$ cat src/rtl/wt_dcache_pkg.sv
package wt_dcache_pkg;
  localparam int unsigned ADDR_W = 32;
  localparam int unsigned DATA_W = 32;

  typedef struct packed {
    logic [ADDR_W-1:0] addr;
    logic [DATA_W-1:0] data;
  } wb_entry_t;

  typedef enum logic {
    ST_IDLE  = 1'b0,
    ST_FETCH = 1'b1
  } ctrl_state_e;
endpackage

$ cat src/rtl/wt_dcache_array.sv
module wt_dcache_array #(
  parameter int unsigned IDX_W  = 6,
  parameter int unsigned TAG_W  = 24,
  parameter int unsigned DATA_W = 32
) (
  input  logic              clk_i,
  input  logic              rst_ni,
  input  logic [IDX_W-1:0]  rd_idx_i,
  output logic              rd_valid_o,
  output logic [TAG_W-1:0]  rd_tag_o,
  output logic [DATA_W-1:0] rd_data_o,
  input  logic              wr_en_i,
  input  logic [IDX_W-1:0]  wr_idx_i,
  input  logic [TAG_W-1:0]  wr_tag_i,
  input  logic [DATA_W-1:0] wr_data_i
);
  localparam int unsigned LINES = 1 << IDX_W;

  logic [LINES-1:0]  valid_q;
  logic [TAG_W-1:0]  tag_q  [LINES];
  logic [DATA_W-1:0] data_q [LINES];

  // only valid bits need reset; tag/data are qualified by them
  always_ff @(posedge clk_i or negedge rst_ni) begin
    if (!rst_ni) begin
      valid_q <= '0;
    end else if (wr_en_i) begin
      valid_q[wr_idx_i] <= 1'b1;
    end
  end

  always_ff @(posedge clk_i) begin
    if (wr_en_i) begin
      tag_q[wr_idx_i]  <= wr_tag_i;
      data_q[wr_idx_i] <= wr_data_i;
    end
  end

  assign rd_valid_o = valid_q[rd_idx_i];
  assign rd_tag_o   = tag_q[rd_idx_i];
  assign rd_data_o  = data_q[rd_idx_i];
endmodule

$ cat src/rtl/wt_dcache_wbuf.sv
module wt_dcache_wbuf
  import wt_dcache_pkg::*;
#(
  parameter int unsigned DEPTH = 4,
  parameter int unsigned CNT_W = $clog2(DEPTH + 1)
) (
  input  logic             clk_i,
  input  logic             rst_ni,
  input  logic             push_i,
  input  wb_entry_t        push_entry_i,
  input  logic             pop_i,
  output wb_entry_t        head_o,
  output logic             empty_o,
  output logic             full_o,
  output logic [CNT_W-1:0] count_o
);
  localparam int unsigned PTR_W = (DEPTH > 1) ? $clog2(DEPTH) : 1;
  localparam logic [PTR_W-1:0] PTR_LAST = PTR_W'(DEPTH - 1);
  localparam logic [CNT_W-1:0] CNT_FULL = CNT_W'(DEPTH);

  wb_entry_t        slot_q [DEPTH];
  logic [PTR_W-1:0] wr_ptr_q, rd_ptr_q;
  logic [CNT_W-1:0] cnt_q;
  logic             push_ok, pop_ok;

  function automatic logic [PTR_W-1:0] ptr_inc(input logic [PTR_W-1:0] p);
    return (p == PTR_LAST) ? '0 : p + 1'b1;
  endfunction

  assign empty_o = (cnt_q == '0);
  assign full_o  = (cnt_q == CNT_FULL);
  assign count_o = cnt_q;
  assign head_o  = slot_q[rd_ptr_q];
  assign push_ok = push_i & ~full_o;
  assign pop_ok  = pop_i & ~empty_o;

  always_ff @(posedge clk_i or negedge rst_ni) begin
    if (!rst_ni) begin
      wr_ptr_q <= '0;
      rd_ptr_q <= '0;
      cnt_q    <= '0;
    end else begin
      if (push_ok) wr_ptr_q <= ptr_inc(wr_ptr_q);
      if (pop_ok)  rd_ptr_q <= ptr_inc(rd_ptr_q);
      case ({push_ok, pop_ok})
        2'b10:   cnt_q <= cnt_q + 1'b1;
        2'b01:   cnt_q <= cnt_q - 1'b1;
        default: cnt_q <= cnt_q;
      endcase
    end
  end

  always_ff @(posedge clk_i) begin
    if (push_ok) slot_q[wr_ptr_q] <= push_entry_i;
  end
endmodule

$ cat src/rtl/wt_dcache_ctrl.sv
module wt_dcache_ctrl
  import wt_dcache_pkg::*;
(
  input  logic clk_i,
  input  logic rst_ni,
  input  logic req_i,
  input  logic we_i,
  input  logic hit_i,
  input  logic wb_empty_i,
  input  logic wb_full_i,
  input  logic rd_ack_i,
  output logic stall_o,
  output logic store_o,
  output logic fetch_start_o,
  output logic fetch_o,
  output logic fill_o
);
  ctrl_state_e state_q, state_d;

  assign fetch_o       = (state_q == ST_FETCH);
  assign stall_o       = req_i & (fetch_o | (we_i ? wb_full_i : ~hit_i));
  assign store_o       = req_i & we_i & ~wb_full_i & ~fetch_o;
  // miss read waits for an empty queue: no stale word, no port conflict
  assign fetch_start_o = req_i & ~we_i & ~hit_i & wb_empty_i & ~fetch_o;
  assign fill_o        = fetch_o & rd_ack_i;

  always_comb begin
    state_d = state_q;
    unique case (state_q)
      ST_IDLE:  if (fetch_start_o) state_d = ST_FETCH;
      ST_FETCH: if (rd_ack_i)      state_d = ST_IDLE;
      default:  state_d = ST_IDLE;
    endcase
  end

  always_ff @(posedge clk_i or negedge rst_ni) begin
    if (!rst_ni) state_q <= ST_IDLE;
    else         state_q <= state_d;
  end
endmodule

$ cat src/rtl/wt_dcache.sv
module wt_dcache
  import wt_dcache_pkg::*;
#(
  parameter int unsigned IDX_W    = 6,
  parameter int unsigned WB_DEPTH = 4
) (
  input  logic              clk_i,
  input  logic              rst_ni,
  input  logic              cpu_req_i,
  input  logic              cpu_we_i,
  input  logic [ADDR_W-1:0] cpu_addr_i,
  input  logic [DATA_W-1:0] cpu_wdata_i,
  output logic [DATA_W-1:0] cpu_rdata_o,
  output logic              cpu_stall_o,
  output logic              mem_req_o,
  output logic              mem_we_o,
  output logic [ADDR_W-1:0] mem_addr_o,
  output logic [DATA_W-1:0] mem_wdata_o,
  input  logic              mem_ack_i,
  input  logic [DATA_W-1:0] mem_rdata_i
);
  localparam int unsigned TAG_W    = ADDR_W - IDX_W - 2;
  localparam int unsigned WB_CNT_W = $clog2(WB_DEPTH + 1);

  logic [IDX_W-1:0]  cpu_idx, miss_idx, arr_wr_idx;
  logic [TAG_W-1:0]  cpu_tag, miss_tag, arr_wr_tag, rd_tag;
  logic [DATA_W-1:0] rd_data, arr_wr_data;
  logic              rd_valid, hit, arr_wr_en;
  logic [ADDR_W-1:0] miss_addr_q;

  logic              stall, store, fetch_start, fetch, fill;
  wb_entry_t         wb_push_entry, wb_head;
  logic              wb_empty, wb_full, wb_pop;
  logic [WB_CNT_W-1:0] wb_count;

  assign cpu_idx  = cpu_addr_i[IDX_W+1:2];
  assign cpu_tag  = cpu_addr_i[ADDR_W-1:IDX_W+2];
  assign miss_idx = miss_addr_q[IDX_W+1:2];
  assign miss_tag = miss_addr_q[ADDR_W-1:IDX_W+2];
  assign hit      = rd_valid & (rd_tag == cpu_tag);

  // fill and store never coincide: the CPU is parked on the load
  assign arr_wr_en   = store | fill;
  assign arr_wr_idx  = fill ? miss_idx    : cpu_idx;
  assign arr_wr_tag  = fill ? miss_tag    : cpu_tag;
  assign arr_wr_data = fill ? mem_rdata_i : cpu_wdata_i;

  wt_dcache_array #(
    .IDX_W (IDX_W),
    .TAG_W (TAG_W),
    .DATA_W(DATA_W)
  ) u_array (
    .clk_i     (clk_i),
    .rst_ni    (rst_ni),
    .rd_idx_i  (cpu_idx),
    .rd_valid_o(rd_valid),
    .rd_tag_o  (rd_tag),
    .rd_data_o (rd_data),
    .wr_en_i   (arr_wr_en),
    .wr_idx_i  (arr_wr_idx),
    .wr_tag_i  (arr_wr_tag),
    .wr_data_i (arr_wr_data)
  );

  wt_dcache_ctrl u_ctrl (
    .clk_i        (clk_i),
    .rst_ni       (rst_ni),
    .req_i        (cpu_req_i),
    .we_i         (cpu_we_i),
    .hit_i        (hit),
    .wb_empty_i   (wb_empty),
    .wb_full_i    (wb_full),
    .rd_ack_i     (mem_ack_i),
    .stall_o      (stall),
    .store_o      (store),
    .fetch_start_o(fetch_start),
    .fetch_o      (fetch),
    .fill_o       (fill)
  );

  assign wb_push_entry = '{addr: cpu_addr_i, data: cpu_wdata_i};
  assign wb_pop        = mem_ack_i & ~fetch;

  wt_dcache_wbuf #(
    .DEPTH(WB_DEPTH),
    .CNT_W(WB_CNT_W)
  ) u_wbuf (
    .clk_i       (clk_i),
    .rst_ni      (rst_ni),
    .push_i      (store),
    .push_entry_i(wb_push_entry),
    .pop_i       (wb_pop),
    .head_o      (wb_head),
    .empty_o     (wb_empty),
    .full_o      (wb_full),
    .count_o     (wb_count)
  );

  always_ff @(posedge clk_i or negedge rst_ni) begin
    if (!rst_ni)          miss_addr_q <= '0;
    else if (fetch_start) miss_addr_q <= cpu_addr_i;
  end

  assign cpu_stall_o = stall;
  assign cpu_rdata_o = rd_data;
  assign mem_req_o   = fetch | ~wb_empty;
  assign mem_we_o    = ~fetch;
  assign mem_addr_o  = fetch ? miss_addr_q : wb_head.addr;
  assign mem_wdata_o = fetch ? '0 : wb_head.data;
endmodule

$ cat config.mk
export PLATFORM = sky130hd
export DESIGN_NAME = wt_dcache
export DESIGN_NICKNAME = d
export VERILOG_FILES = /design/src/rtl/wt_dcache_pkg.sv /design/src/rtl/wt_dcache_array.sv /design/src/rtl/wt_dcache_wbuf.sv /design/src/rtl/wt_dcache_ctrl.sv /design/src/rtl/wt_dcache.sv
export SDC_FILE = /design/constraint.sdc
export NUM_CORES = 2
export LEC_CHECK = 0
export BUFFER_PORTS_ARGS = -buffer_cell sky130_fd_sc_hd__buf_2
export CORE_AREA = 2 2 541 812
export DETAILED_ROUTE_END_ITERATION = 7
export DIE_AREA = 0 0 543 814
export PLACE_DENSITY_LB_ADDON = 0.2
export SYNTH_ARGS = -nofsm -noshare
export SYNTH_HDL_FRONTEND = slang
export SYNTH_SLANG_ARGS = --single-unit
$ cat constraint.sdc
create_clock -name clk_i -period 7.4 [get_ports clk_i]
set_input_delay 1.48 -clock clk_i [delete_from_list [all_inputs] [get_ports clk_i]]
set_output_delay 1.48 -clock clk_i [all_outputs]
set_load 0.01 [all_outputs]
# --- Yosys cells after proc, flatten, opt, wreduce, memory -nomap -nowiden ---
# Memories as Yosys holds them, arrays and structs flattened.
# Index checks and enable logic that the tools add are counted.
totals:
  reg_bits: 104
  ram_bits: 3840
  in_bits: 101
  out_inout_bits: 99
  elab_cells: 67
  memories: 3
mem_list:
  columns: ["name", "depth", "word_bits", "rd", "rd_ports_with_merged_regs", "wr", "line", "text"]
  rows:
  - ["u_array.data_q", 64, 32, 1, 0, 1, "wt_dcache_array.sv:21", "logic [DATA_W-1:0] data_q [LINES];"]
  - ["u_array.tag_q", 64, 24, 1, 0, 1, "wt_dcache_array.sv:20", "logic [TAG_W-1:0] tag_q [LINES];"]
  - ["u_wbuf.slot_q", 4, 64, 1, 0, 1, "wt_dcache_wbuf.sv:21", "wb_entry_t slot_q [DEPTH];"]
classes:
  add_sub_neg: 4
  n_lt_le_gt_ge: 3
  eq_ne: 6
  mux: 20
  bitwise_logic: 22
  n_reduce_logical: 3
op_table:
  columns: ["cell", "n"]
  rows:
  - ["2-to-1 mux 32 bit", 3]
  - ["OR 64 bit", 1]
  - ["equality test 24 bit", 1]
  - ["2-to-1 mux 24 bit", 1]
  - ["< comparator 6 x 7 -> 1 bit, second input constant", 2]
  - ["AND 1 bit", 13]
  - ["2-to-1 mux 1 bit", 9]
  - ["binary-select mux 1 bit (select 6 bit)", 1]
  - ["demux 1 bit (select 6 bit)", 1]
  - ["equality test 2 bit, second input constant", 3]
  - ["greater-or-equal comparator 6 x 1 -> 1 bit, second input constant", 1]
  - ["2-to-1 mux 6 bit", 1]
  - ["one-hot mux 3 bit (2 select lines)", 1]
  - ["inverter 1 bit", 5]
  - ["adder 2 x 1 -> 2 bit, second input constant", 2]
  - ["2-to-1 mux 2 bit", 2]
  - ["adder 3 x 1 -> 3 bit, second input constant", 1]
  - ["equality test 3 bit, second input constant", 1]
  - ["zero test 3 bit", 1]
  - ["OR 1 bit", 3]
  - ["subtractor 3 x 1 -> 3 bit, second input constant", 1]
  - ["equality test 2 x 1 -> 1 bit, second input constant", 1]
  - ["one-hot mux 1 bit (2 select lines)", 1]
  - ["nonzero test 2 bit", 1]
  - ["logical AND 1 bit", 1]

# --- Logic depth before layout (Yosys ltp) ---
logic_depth:
  word_depth: 9
  mapped_depth: 18
  depth_no_buf: 10

# --- Modules after synthesis ---
# From an unflattened synthesis, not the netlist that was laid out.
hier_totals:
  hier_cells: 6735
  area_unflattened_um2: 150978.6
modules_own_cells:
  columns: ["mod", "instances", "cells_each", "area_per_inst_um2", "seq_area_each_um2"]
  rows:
  - ["wt_dcache_array", 1, 6106, 138414.0, 109224.8]
  - ["wt_dcache_wbuf", 1, 374, 9680.5, 7862.5]
  - ["wt_dcache", 1, 245, 2793.9, 800.8]
  - ["wt_dcache_ctrl", 1, 10, 90.1, 25.0]

# --- Least setup slack after synthesis ---
# Ideal clock, no wire load.
synth_timing:
  kind: "input port to flip-flop"
  start: "input port cpu_addr_i[2]"
  end: "memory u_array.data_q[10][0] (enable)"
  setup_ns: 0.471
  t_arrival_ns: 6.130
  required_ns: 6.929
  setup_slack_ns: 0.799
  path_stages: 13
  n_path_buf: 10
  path_cell_list: "buf_6 > buf_4 > buf_4 > buf_4 > buf_6 > buf_4 > buf_4 > buf_2 > buf_2 > buf_2 > o22ai_1 > nand2_1 > nor2_1"
synth_via:
  elab_chain_cells: 1
synth_lines:
  columns: ["item", "line", "text"]
  rows:
  - ["from (decl)", "wt_dcache.sv:11", "input logic [ADDR_W-1:0] cpu_addr_i,"]
  - ["2-to-1 mux 6 bit", "wt_dcache.sv:44", "assign arr_wr_idx = fill ? miss_idx : cpu_idx;"]
  - ["to (decl)", "wt_dcache_array.sv:21", null]
# Every way passes these cells.

# --- Worst setup path in the final report ---
layout_timing:
  start: "input port cpu_addr_i[2]"
  end: "output port cpu_stall_o"
layout_via:
  elab_chain_cells: 7
  word_cells_on_any_way: 9
  classes_between: "eq/ne: 1; mux: 3; bitwise: 4; memory: 1"
layout_lines:
  columns: ["item", "line", "text"]
  rows:
  - ["memory read (64 x 24 bit) / binary-select mux 1 bit (select 6 bit) (equally long branches)", null, null]
  - ["equality test 24 bit / 2-to-1 mux 1 bit (equally long branches)", "wt_dcache.sv:40, wt_dcache_array.sv:39", null]
  - ["AND 1 bit (*)", "wt_dcache.sv:40", "assign hit = rd_valid & (rd_tag == cpu_tag);"]
  - ["inverter 1 bit (*)", "wt_dcache_ctrl.sv:21", "assign stall_o = req_i & (fetch_o | (we_i ? wb_full_i : ~hit_i));"]
  - ["2-to-1 mux 1 bit (*)", "wt_dcache_ctrl.sv:21", null]
  - ["OR 1 bit (*)", "wt_dcache_ctrl.sv:21", null]
  - ["AND 1 bit (*)", "wt_dcache_ctrl.sv:21", null]
  - ["to (decl)", "wt_dcache.sv:14", "output logic cpu_stall_o,"]
# Every way passes the cells marked *; elsewhere a longest branch is shown, timed or not. The select of a mux whose other input is x is not followed.

==> metrics.md <==
| Metric | Value |
|---|---|
| GP Congestion | 0.804 |
| Die H | 814 um |
| Slew HR | 0.0593 |
| Commonest cells after routing, fill and taps aside | edfxtp_1, mux4_2, clkbuf_16, nand2_1, buf_4 |
| Clock Tree Buf Depth | 4 |
| First-pass GRT wire length | 672,000 um |
| Layout cells sized above 1 | 0.315 |
| Final min period | 7.35 ns |
| Post-CTS sizing | 0 |
| RSZ-0062 raised after global routing | no |
| Synth Area in XOR/XNOR | 0.00150 |
| Worst endpoint data arrival time | 5.87 ns |
| Worst-path clk slew | 0.06 ns |
| Critical path class | input pin to output pin |
| Hold Vio Cnt, Final | 0 |
| HPWL Detailed | 280,000 um |
| DRC | 0 |
| CP most frequent cell | buf_12 |
| Synth warnings | 0 |
| Worst setup EP type | output pin |
| Compound-gate portion of the synthesized area | 0.0146 |
| Worst-margin pin slew | 1.41 ns |
| Chain of cells forming the critical path | buf_12, buf_12, buf_12, inv_2, mux4_2, o22a_1, o21ai_0, buf_4, xor2_1, buf_4, nand4_1, or4_4, o311a_1, buf_2 |
| Mux contribution to synthesized area | 0.172 |
| Most common library cell in the layout ignoring fill and taps | edfxtp_1 |
| Largest net degree at the start of global routing | 101 |
| Total CTS buffers | ~390 |
| CTS Sinks | between 3,000 and 4,000 |
| Post-synth EDFFs | between 3,000 and 4,000 |
| Core ar. | 435,000 um^2 |
| Synth Area in Simple Gates | 0.0231 |
| Multi-input logic area | 32,800 um^2 |
| Initial drt markers | 9,053 |
| Via count | 76,038 |
| Slowest stage delay, CP | 0.53 ns |
| Routed vias/inst | 5.62 |
| Clock skew | 0.0695 ns |
| Clk root buf | clkbuf_16 |
| FFs w/ async S/R, synth | 0.0264 |
| Total GRT Usage | 0.222 |
| Initial Util | 0.349 |
| CP Buf/Inv Count | 7 |
| IO Port Bufs | between 150 and 200 |
| Wire per inst | between 30 and 40 um |
| Worst Hold Margin | 0.413 ns |
| Layout area overhead | 15.7% |
| Synth Area in Adders | 0.000626 |
| Setup TNS | 0 ns |
| Leak | 55.9 nW |
| Post-synth cell types | 70 |
| Syn Inst Count | ~6,700 |
| Final nets | 7,462 |
| Period utilisation layout | 0.993 |
| CTS Hold Buffers Added | 0 |
| Final setup viols | 0 |
| Status | finished, final reports clean |
| Die W | about 540 um |
| FF/Latch Area | 118,000 um^2 |
| Grt ovf | 0 |
| Die Area | 442,000 um^2 |
| Post-Syn Nets | 6,813 |
| Post-CTS setup buffer count | 0 |
| Fillers | 38,211 |
| Seq/Total Area, Yosys | 0.776 |
| Antenna-violating nets left | 0 |
| Mean Syn Cell Area | 22.7 um^2 |
| Max IR drop VDD | ~220 uV |
| Synthesized area | 152,000 um^2 |
| Fin. max-slew vios | 0 |
| Worst Setup Start Kind | input pin |
| Maxcap violations | 0 |
| Antenna violations before repair | 28 |
| Pre-Repair DR Iteration Count | 7 |
| CP top delay family | buffers and inverters |
| H-Tree Depth | 5 |
| Clk_lat worst skew | 1.02 ns |
| Number of global-route vias before repair | 77,584 |
| Seq cells post-synth | between 3,000 and 4,000 |
| CTS tree | built |
| CP Data Required Time | 5.92 ns |
| Crit path max fanout | 33 |
| Reg2Reg Depth | 7 |
| HP Class | input pin to asynchronous set/reset pin |
| Slowest CP cell | or4_4 |
| Ys flop type | edfxtp_1 |
| Row count | 297 |
| IO Count | 200 |
| Largest family of logic cells by synthesized area | multiplexers |
| Total Routed Length | 496,000 um |
| Power per cell area | a little under 300 nW/um^2 |
| Fmax | 0.136 GHz |
| Critical path depth in cells | 14 |
[state kept, by name, indices dropped and copies added (netlist names)]
register         count
u_wbuf.rd_ptr_q      2
u_array.valid_q     64
u_wbuf.slot_q      256
u_wbuf.wr_ptr_q      2
u_wbuf.count_o       3
u_array.tag_q     1536
u_ctrl.fetch_o       1
miss_addr_q         32
u_array.data_q    2048
[cells in the mapped netlist, drive strengths merged, types with 3 or more instances]
| master | n | area (um^2) |
|---|---|---|
| mux4 | 1039 | 23400 |
| nand3 | 46 | 230 |
| nand3b | 4 | 30.0 |
| o22ai | 18 | 113 |
| o221ai | 7 | 61.3 |
| a2111oi | 16 | 140 |
| nor4 | 9 | 62.6 |
| edfxtp | 3840 | 115000 |
| o31ai | 5 | 51.3 |
| a21o | 3 | 22.5 |
| nand2b | 11 | 68.8 |
| a221oi | 16 | 140 |
| a31oi | 26 | 163 |
| a22oi | 73 | 548 |
| nand2 | 375 | 1410 |
| o21ai | 41 | 205 |
| or2 | 67 | 419 |
| and3 | 6 | 37.5 |
| xnor2 | 13 | 114 |
| a22o | 3 | 26.3 |
| or3 | 4 | 25.0 |
| nand4 | 14 | 87.6 |
| a221o | 3 | 30.0 |
| ha | 6 | 75.1 |
| nor3b | 3 | 22.5 |
| nor2 | 114 | 428 |
| a32oi | 11 | 96.3 |
| mux2 | 52 | 691 |
| o211ai | 9 | 67.6 |
| a211oi | 34 | 255 |
| nor2b | 42 | 263 |
| buf | 235 | 1370 |
| inv | 13 | 48.8 |
| mux2i | 201 | 2010 |
| a21oi | 24 | 120 |
| xor2 | 13 | 114 |
| dfrtp | 104 | 2600 |
| and2 | 42 | 263 |
| clkbuf | 113 | 424 |
| nor3 | 23 | 115 |
[cells by family after synthesis]
| kind of cell | count (synthesis) |
|---|---|
| compound gates | 308 |
| mux | 1292 |
| buf+inv | 362 |
| flops | 3944 |
| xor+xnor | 26 |
| simple gates | 766 |
| fa+ha+maj | 7 |
[report_power, final]
group | switching [mW] | total [mW] | leakage (nW) | internal [mW]
sequential | 0.363 | 26.0 | 35.9 | 25.6
combinational | 3.08 | 4.90 | 13.9 | 1.82
clock | 8.69 | 19.9 | 6.10 | 11.2
[metal layers]
| layer | global-route usage | share of wire |
|---|---|---|
| met5 | 0 | 0.00065 |
| met2 | 0.384 | 0.51 |
| met3 | 0.0309 | 0.063 |
| met1 | 0.292 | 0.40 |
| met4 | 0.0616 | 0.030 |
[metrics by stage]
stage | std cells | area [um^2] | total power [mW] | setup slack, ns | util
finish | 13538 | 176000 | 50.7 | 0.0526 | 0.404
global route | 13506 | 176000 | 52.2 | 0.0281 | 0.404
CTS | 13505 | 176000 | 51.1 | 0.0417 | 0.404
detailed placement | 12797 | 163000 | 31.4 | 0.0585 | 0.375
global placement | 12796 | 163000 | 31.3 | 0.00936 | 0.375
floorplan | 6705 | 152000 | 29.2 | 0.799 | -
[worst paths after layout]
kind | start | endpoint | slack, ns
worst min-delay path | rst_ni | u_array.valid_q[20] | 0.41
worst max-delay path | cpu_addr_i[2] | cpu_stall_o | 0.05
min in group clk_i | u_array.valid_q[46] | u_array.valid_q[46] | 0.46
worst min register to register | u_array.valid_q[46] | u_array.valid_q[46] | 0.46
max in group asynchronous | rst_ni | u_wbuf.rd_ptr_q[0] | 5.86
worst max register to register | u_ctrl.fetch_o | u_array.data_q[23][15] | 2.71
[cell type report]
class	count	area share
flip-flops and latches	3944	0.671
multi-input cells	2399	0.187
clock buffers	467	0.0574
well taps	5830	0.0415
repair buffers	610	0.0292
clock inverters	241	0.0139
diodes	33	0.000470
inverters	14	0.000370
[worst reg2reg max path: cells and delay by family, from the launching register on]
kind,cells,cell delay (ns)
and+or+nand+nor,3,2.26
buffers and inverters,3,0.99
DFF,1,0.41
AOI/OAI and AO/OA,1,0.46
No activity file was read; power rests on OpenSTA's default activity.
